File: config.mk
export PLATFORM = sky130hd
export DESIGN_NAME = frac_rate_counter
export DESIGN_NICKNAME = d
export VERILOG_FILES = /design/src/rtl/frac_cnt_pkg.sv /design/src/rtl/frac_cnt_ctrl.sv /design/src/rtl/frac_cnt_datapath.sv /design/src/rtl/frac_rate_counter.sv
export SDC_FILE = /design/constraint.sdc
export NUM_CORES = 1
export LEC_CHECK = 0
export BUFFER_PORTS_ARGS = -buffer_cell sky130_fd_sc_hd__buf_4
export CORE_UTILIZATION = 43
export DETAILED_ROUTE_END_ITERATION = 8
export PLACE_DENSITY = 0.72
export SLEW_MARGIN = 20
export SYNTH_ARGS = -nofsm -noshare
export SYNTH_HDL_FRONTEND = slang
export SYNTH_SLANG_ARGS = --single-unit
File: constraint.sdc
create_clock -name clk -period 3.7 [get_ports clk]
set_input_delay 0.185 -clock clk [delete_from_list [all_inputs] [get_ports clk]]
set_output_delay 0.185 -clock clk [all_outputs]
set_load 0.02 [all_outputs]
File: src/rtl/frac_cnt_pkg.sv
package frac_cnt_pkg;
  // Strobes from the control side to the accumulator datapath
  typedef struct packed {
    logic clrPhase;  // restart remainder at zero, no advance this cycle
    logic advance;   // perform one accumulator step
  } stepCtrl_t;
endpackage

File: src/rtl/frac_cnt_ctrl.sv
module frac_cnt_ctrl
  import frac_cnt_pkg::*;
#(
  parameter int REG_W     = 32,
  parameter int FIELD_W   = 12,
  parameter int ADDR_W    = 8,
  parameter logic [ADDR_W-1:0] NUM_ADDR = 8'h10,
  parameter logic [ADDR_W-1:0] DEN_ADDR = 8'h14,
  parameter int NUM_RESET = 8,
  parameter int DEN_RESET = 25
) (
  input  logic               clk,
  input  logic               rstN,
  input  logic               cntEnable,
  input  logic               regWrEn,
  input  logic [ADDR_W-1:0]  regAddr,
  input  logic [REG_W-1:0]   regWrData,
  output logic [REG_W-1:0]   regRdData,
  output logic [FIELD_W-1:0] numVal,
  output logic [FIELD_W-1:0] denVal,
  output stepCtrl_t          stepCtrl
);
  localparam int NREGS = 2;
  localparam logic [ADDR_W-1:0] REG_ADDRS [NREGS] = '{NUM_ADDR, DEN_ADDR};
  localparam logic [FIELD_W-1:0] REG_RESETS [NREGS] =
    '{FIELD_W'(NUM_RESET), FIELD_W'(DEN_RESET)};

  logic [REG_W-1:0] regFile [NREGS];
  logic [NREGS-1:0] hit;

  for (genvar i = 0; i < NREGS; i++) begin : g_reg
    assign hit[i] = (regAddr == REG_ADDRS[i]);

    always_ff @(posedge clk or negedge rstN) begin
      if (!rstN) begin
        regFile[i] <= {{(REG_W-FIELD_W){1'b0}}, REG_RESETS[i]};
      end else if (regWrEn && hit[i]) begin
        regFile[i] <= {regFile[i][REG_W-1:FIELD_W], regWrData[FIELD_W-1:0]};
      end
    end

    // a write lands in the low field and leaves the upper bits alone
    p_field_write_r4: assert property (@(posedge clk) disable iff (!rstN)
      (regWrEn && hit[i]) |=>
        (regFile[i][FIELD_W-1:0] == $past(regWrData[FIELD_W-1:0])) &&
        (regFile[i][REG_W-1:FIELD_W] == $past(regFile[i][REG_W-1:FIELD_W])));

    // nothing but a matching write alters the register
    p_no_stray_write_r5: assert property (@(posedge clk) disable iff (!rstN)
      !(regWrEn && hit[i]) |=> $stable(regFile[i]));
  end

  always_comb begin
    regRdData = '0;
    for (int i = 0; i < NREGS; i++) begin
      if (hit[i]) regRdData = regFile[i];
    end
  end

  assign numVal = regFile[0][FIELD_W-1:0];
  assign denVal = regFile[1][FIELD_W-1:0];

  logic anyWrite;
  assign anyWrite = regWrEn && (|hit);

  always_comb begin
    stepCtrl.clrPhase = anyWrite;
    stepCtrl.advance  = cntEnable && !anyWrite && (denVal != '0);
  end

  // a zero denominator never requests a step
  p_halt_no_step_r7: assert property (@(posedge clk) disable iff (!rstN)
    (denVal == '0) |-> !stepCtrl.advance);
endmodule

File: src/rtl/frac_cnt_datapath.sv
module frac_cnt_datapath
  import frac_cnt_pkg::*;
#(
  parameter int FIELD_W = 12,
  parameter int COUNT_W = 64
) (
  input  logic               clk,
  input  logic               rstN,
  input  logic [FIELD_W-1:0] numVal,
  input  logic [FIELD_W-1:0] denVal,
  input  stepCtrl_t          stepCtrl,
  output logic [COUNT_W-1:0] count,
  output logic               tick
);
  logic [FIELD_W-1:0] acc;
  logic [FIELD_W:0]   sumWide;
  logic [FIELD_W-1:0] wrapRem;
  logic               ratioFull;
  logic               carry;

  assign sumWide   = {1'b0, acc} + {1'b0, numVal};
  assign wrapRem   = acc + numVal - denVal;   // valid when a carry happens
  assign ratioFull = (numVal >= denVal);
  assign carry     = ratioFull || (sumWide >= {1'b0, denVal});

  always_ff @(posedge clk or negedge rstN) begin
    if (!rstN) begin
      acc   <= '0;
      count <= '0;
      tick  <= 1'b0;
    end else if (stepCtrl.clrPhase) begin
      acc  <= '0;
      tick <= 1'b0;
    end else if (stepCtrl.advance) begin
      if (ratioFull) begin
        acc <= '0;
      end else if (carry) begin
        acc <= wrapRem;
      end else begin
        acc <= sumWide[FIELD_W-1:0];
      end
      if (carry) count <= count + COUNT_W'(1);
      tick <= carry;
    end else begin
      tick <= 1'b0;
    end
  end

  // count only ever steps by one
  p_unit_step_r3: assert property (@(posedge clk) disable iff (!rstN)
    (count != $past(count)) |-> (count == $past(count) + COUNT_W'(1)));

  // tick flags exactly the cycles that advanced
  p_tick_marks_step_r3: assert property (@(posedge clk) disable iff (!rstN)
    tick == (count != $past(count)));

  // a ratio write restarts the remainder
  p_phase_clear_r6: assert property (@(posedge clk) disable iff (!rstN)
    stepCtrl.clrPhase |=> (acc == '0) && $stable(count));

  // no step request, nothing moves
  p_idle_hold_r8: assert property (@(posedge clk) disable iff (!rstN)
    !stepCtrl.advance |=> $stable(count) && !tick);

  // remainder stays below a nonzero denominator
  p_rem_bound_r2: assert property (@(posedge clk) disable iff (!rstN)
    (denVal != '0) |-> (acc < denVal));
endmodule

File: src/rtl/frac_rate_counter.sv
module frac_rate_counter
  import frac_cnt_pkg::*;
#(
  parameter int REG_W     = 32,
  parameter int FIELD_W   = 12,
  parameter int ADDR_W    = 8,
  parameter int COUNT_W   = 64,
  parameter int NUM_RESET = 8,
  parameter int DEN_RESET = 25
) (
  input  logic               clk,
  input  logic               rstN,
  input  logic               cntEnable,
  input  logic               regWrEn,
  input  logic [ADDR_W-1:0]  regAddr,
  input  logic [REG_W-1:0]   regWrData,
  output logic [REG_W-1:0]   regRdData,
  output logic [COUNT_W-1:0] count,
  output logic               tick
);
  logic [FIELD_W-1:0] numVal;
  logic [FIELD_W-1:0] denVal;
  stepCtrl_t          stepCtrl;

  frac_cnt_ctrl #(
    .REG_W(REG_W), .FIELD_W(FIELD_W), .ADDR_W(ADDR_W),
    .NUM_ADDR(ADDR_W'(8'h10)), .DEN_ADDR(ADDR_W'(8'h14)),
    .NUM_RESET(NUM_RESET), .DEN_RESET(DEN_RESET)
  ) u_ctrl (
    .clk(clk), .rstN(rstN), .cntEnable(cntEnable),
    .regWrEn(regWrEn), .regAddr(regAddr), .regWrData(regWrData),
    .regRdData(regRdData), .numVal(numVal), .denVal(denVal),
    .stepCtrl(stepCtrl)
  );

  frac_cnt_datapath #(
    .FIELD_W(FIELD_W), .COUNT_W(COUNT_W)
  ) u_datapath (
    .clk(clk), .rstN(rstN), .numVal(numVal), .denVal(denVal),
    .stepCtrl(stepCtrl), .count(count), .tick(tick)
  );
endmodule

==> reports/metrics.cfg <==
[global_route]
grt_pass1_wl_um=27300
grtUsageTotal_pct=21.4
gr-total-overflow=0
grt_pass1_vias=5421
grt_max_degree=80
antenna_found_initial=0

[pwr]
peakVddDrop_uv=294
leakagePower_nw=4.40
power.density_nw_per_um2=533

[timing]
tightest_slew_ps=729
finalCritPeriodShare_pct=103
hold_slack_ps=76.3
timing.final.ws_setup_ps=-107
slew_viol_final=0
finalSetupViolCount=59
slew_headroom_pct=51.2
rsz0062_at_grt=yes
fin_skew_ps=10.1
post-route-min-period_ps=3810
max_freq_mhz=263
finalHoldViolations=0
setup_tns_ps=-2820

[drt]
ant_nets=0
wl_per_cell_um=16.3
first_pass_iters=5
avgViaCountPerCell=5.23
drtIter0Drc=259
routed_wl_um=17300
num_vias=5523
drc=0

[cts]
cts_tree=built
cts-root-buf=clkbuf_16
insertion_delay_ps=350
cts.sinks=101
cts_buffers=9
cts_buffer_depth=2
htreeDepth=3
clk_pin_slew_ps=70

[cells_and_area]
final_common_cell=buf_4
fin_cells=1057
finalInstanceArea_um2=8720
fin_util_pct=56.9
diodes=0
nets=946
final_cell_mix=buf_4 (132), dfrtp_1 (97), inv_1 (75)
n_fill_cell=1383
area_growth_pct=27.9
drive_gt1_share_pct=29.9

[setup_path]
required_ps=3960
startpoint=u_datapath.acc[0]
r2r_start=u_datapath.acc[0]
cp_max_fo=7
cp.arrival_ps=4070
worst_setup_path_end_kind=flop
critPathLaunchType=flop
path_class=flop to flop

[synth]
async_flop_share_pct=100
netlist.area_leader.share_pct=35.6
yosys_warnings=0
seq_area_frac_synth_pct=37.1
synth.cell_area_um2=6820
synth_cells=702
synth_top_area_cell=dfrtp_1
ys.flop_type=dfrtp_1
synth_area_per_cell_um2=9.71
synth_area_leaders=dfrtp_1 (36%), ha_1 (9.0%), xor2_1 (5.5%), xnor2_1 (5.4%), inv_1 (4.1%)
ys_seq_elements=101
synth_edf_count=0
ys_types=65

[floorplanning]
initial_core_util_pct=44.5
die_area_um2=16400
core_region_area_um2=15300
die_x_um=128
die_h_um=128
row_count=45
io_pins=141

[placed_design]
place_area_um2=7940
port_buffers=100
gp_congestion=0.889
dp.cells=1026
hpwlAfterDp_um=12400

[run_status]
status=complete, but fails checks
failed_checks=negative setup slack

[job]
maxCapViolCount=0

[min_path]
min_from=regWrData[9]
hold_path.class=input port to flop

layer usage:
layer  global-route usage, %  share of wire [%]
met3                    3.88                4.8
met1                    27.5                 44
met4                    6.99                1.7
met2                    36.3                 50
met5                       0                  0
power breakdown:
group / switching, mW / leakage (nW) / internal (mW)
combinational: 1.30 / 2.94 / 1.13
clock: 0.444 / 0.141 / 0.481
sequential: 0.0989 / 1.33 / 1.19
total: 1.84 / 4.40 / 2.81
cells in the mapped netlist (3+ instances only):
cell type	instances
dfrtp_1	97
inv_1	75
nand2_1	52
ha_1	49
xor2_1	43
xnor2_1	42
nor2_1	36
nor3_1	26
a21oi_1	24
mux2_2	24
nand3_1	24
o21ai_0	21
buf_4	20
mux2i_1	19
nor4_1	17
and3_1	14
nand4_1	14
fa_1	12
a21o_1	10
buf_2	6
clkbuf_1	6
a211oi_1	4
dfstp_2	4
nor4_2	4
o21bai_1	4
nand2b_1	3
o221ai_1	3
or3_1	3
worst max-delay path: stages (launching register included):
cell and delay (ps):
dfrtp_1 390, ha_2 210, fa_2 390, a211oi_4 260
o21ai_2 100, a31o_2 220, a21oi_2 170, xnor2_2 100
ha_1 320, o21a_1 160, o21ai_2 70, a2bb2oi_2 180
o41a_1 200, buf_6 140, o21ai_4 70, buf_6 140
buf_12 140, nor3_1 270, xor2_1 200
metrics by stage:
stage	setup slack, ps	total power, mW
6_report	-107	4.65
5_1_grt	-230	4.99
4_1_cts	-85.8	4.34
3_5_place_dp	-189	3.35
3_3_place_gp	-115	3.32
2_1_floorplan	68.4	2.78
path summary, 6_finish.rpt:
check                      slack, ps                    to  cells past startpoint
setup / recovery                -110  u_datapath.count[41]                     18
hold / removal                    80      u_ctrl.numVal[9]                      2
setup reg to reg                -110  u_datapath.count[41]                     18
hold reg to reg                  470  u_datapath.count[63]                      1
max in group asynchronous       2600  u_datapath.count[16]                      3
min in group asynchronous        370  u_datapath.count[52]                      2
cell families (layout without fill, tap and decap cells):
logic type | Yosys count | count (layout) | share of synthesized area, %
other | 1 | 20 | 0.0550
DFF | 101 | 101 | 37.1
adders and majority gates | 61 | 61 | 12.5
and+or+nand+nor | 217 | 217 | 17.4
muxes | 43 | 43 | 6.75
xor gates and xnor gates | 85 | 85 | 10.9
buffers and inverters | 111 | 236 | 7.43
AOI/OAI and AO/OA | 83 | 83 | 7.78
area by class of cell:
type,count,area [um^2],area share (%)
Clock buffer,10,239,2.74
Clock inverter,6,46.3,0.531
Inverter,76,288,3.30
Multi-Input combinational cell,509,4140,47.5
Sequential cell,101,2530,29.1
Tap cell,211,264,3.03
Timing Repair Buffer,144,1210,13.9
state kept, by name, indices dropped and copies added, names as in the netlist:
name,flops
u_datapath.count,64
u_ctrl.denVal,12
u_ctrl.numVal,12
u_datapath.acc,12
u_datapath.tick,1
repair_timing:
| item | in CTS | in global routing |
|---|---|---|
| setup endpoints to repair | 74 | 77 |
| gates cloned | 1 | 2 |
| buffers inserted | 2 | 8 |
| resized for setup | 20 | 49 |
| hold buffers | 0 | 1 |
| pin swaps | 10 | 37 |
| endpoints found under the hold margin | 0 | 39 |
Note: power is estimated with default switching activity, not from simulation.
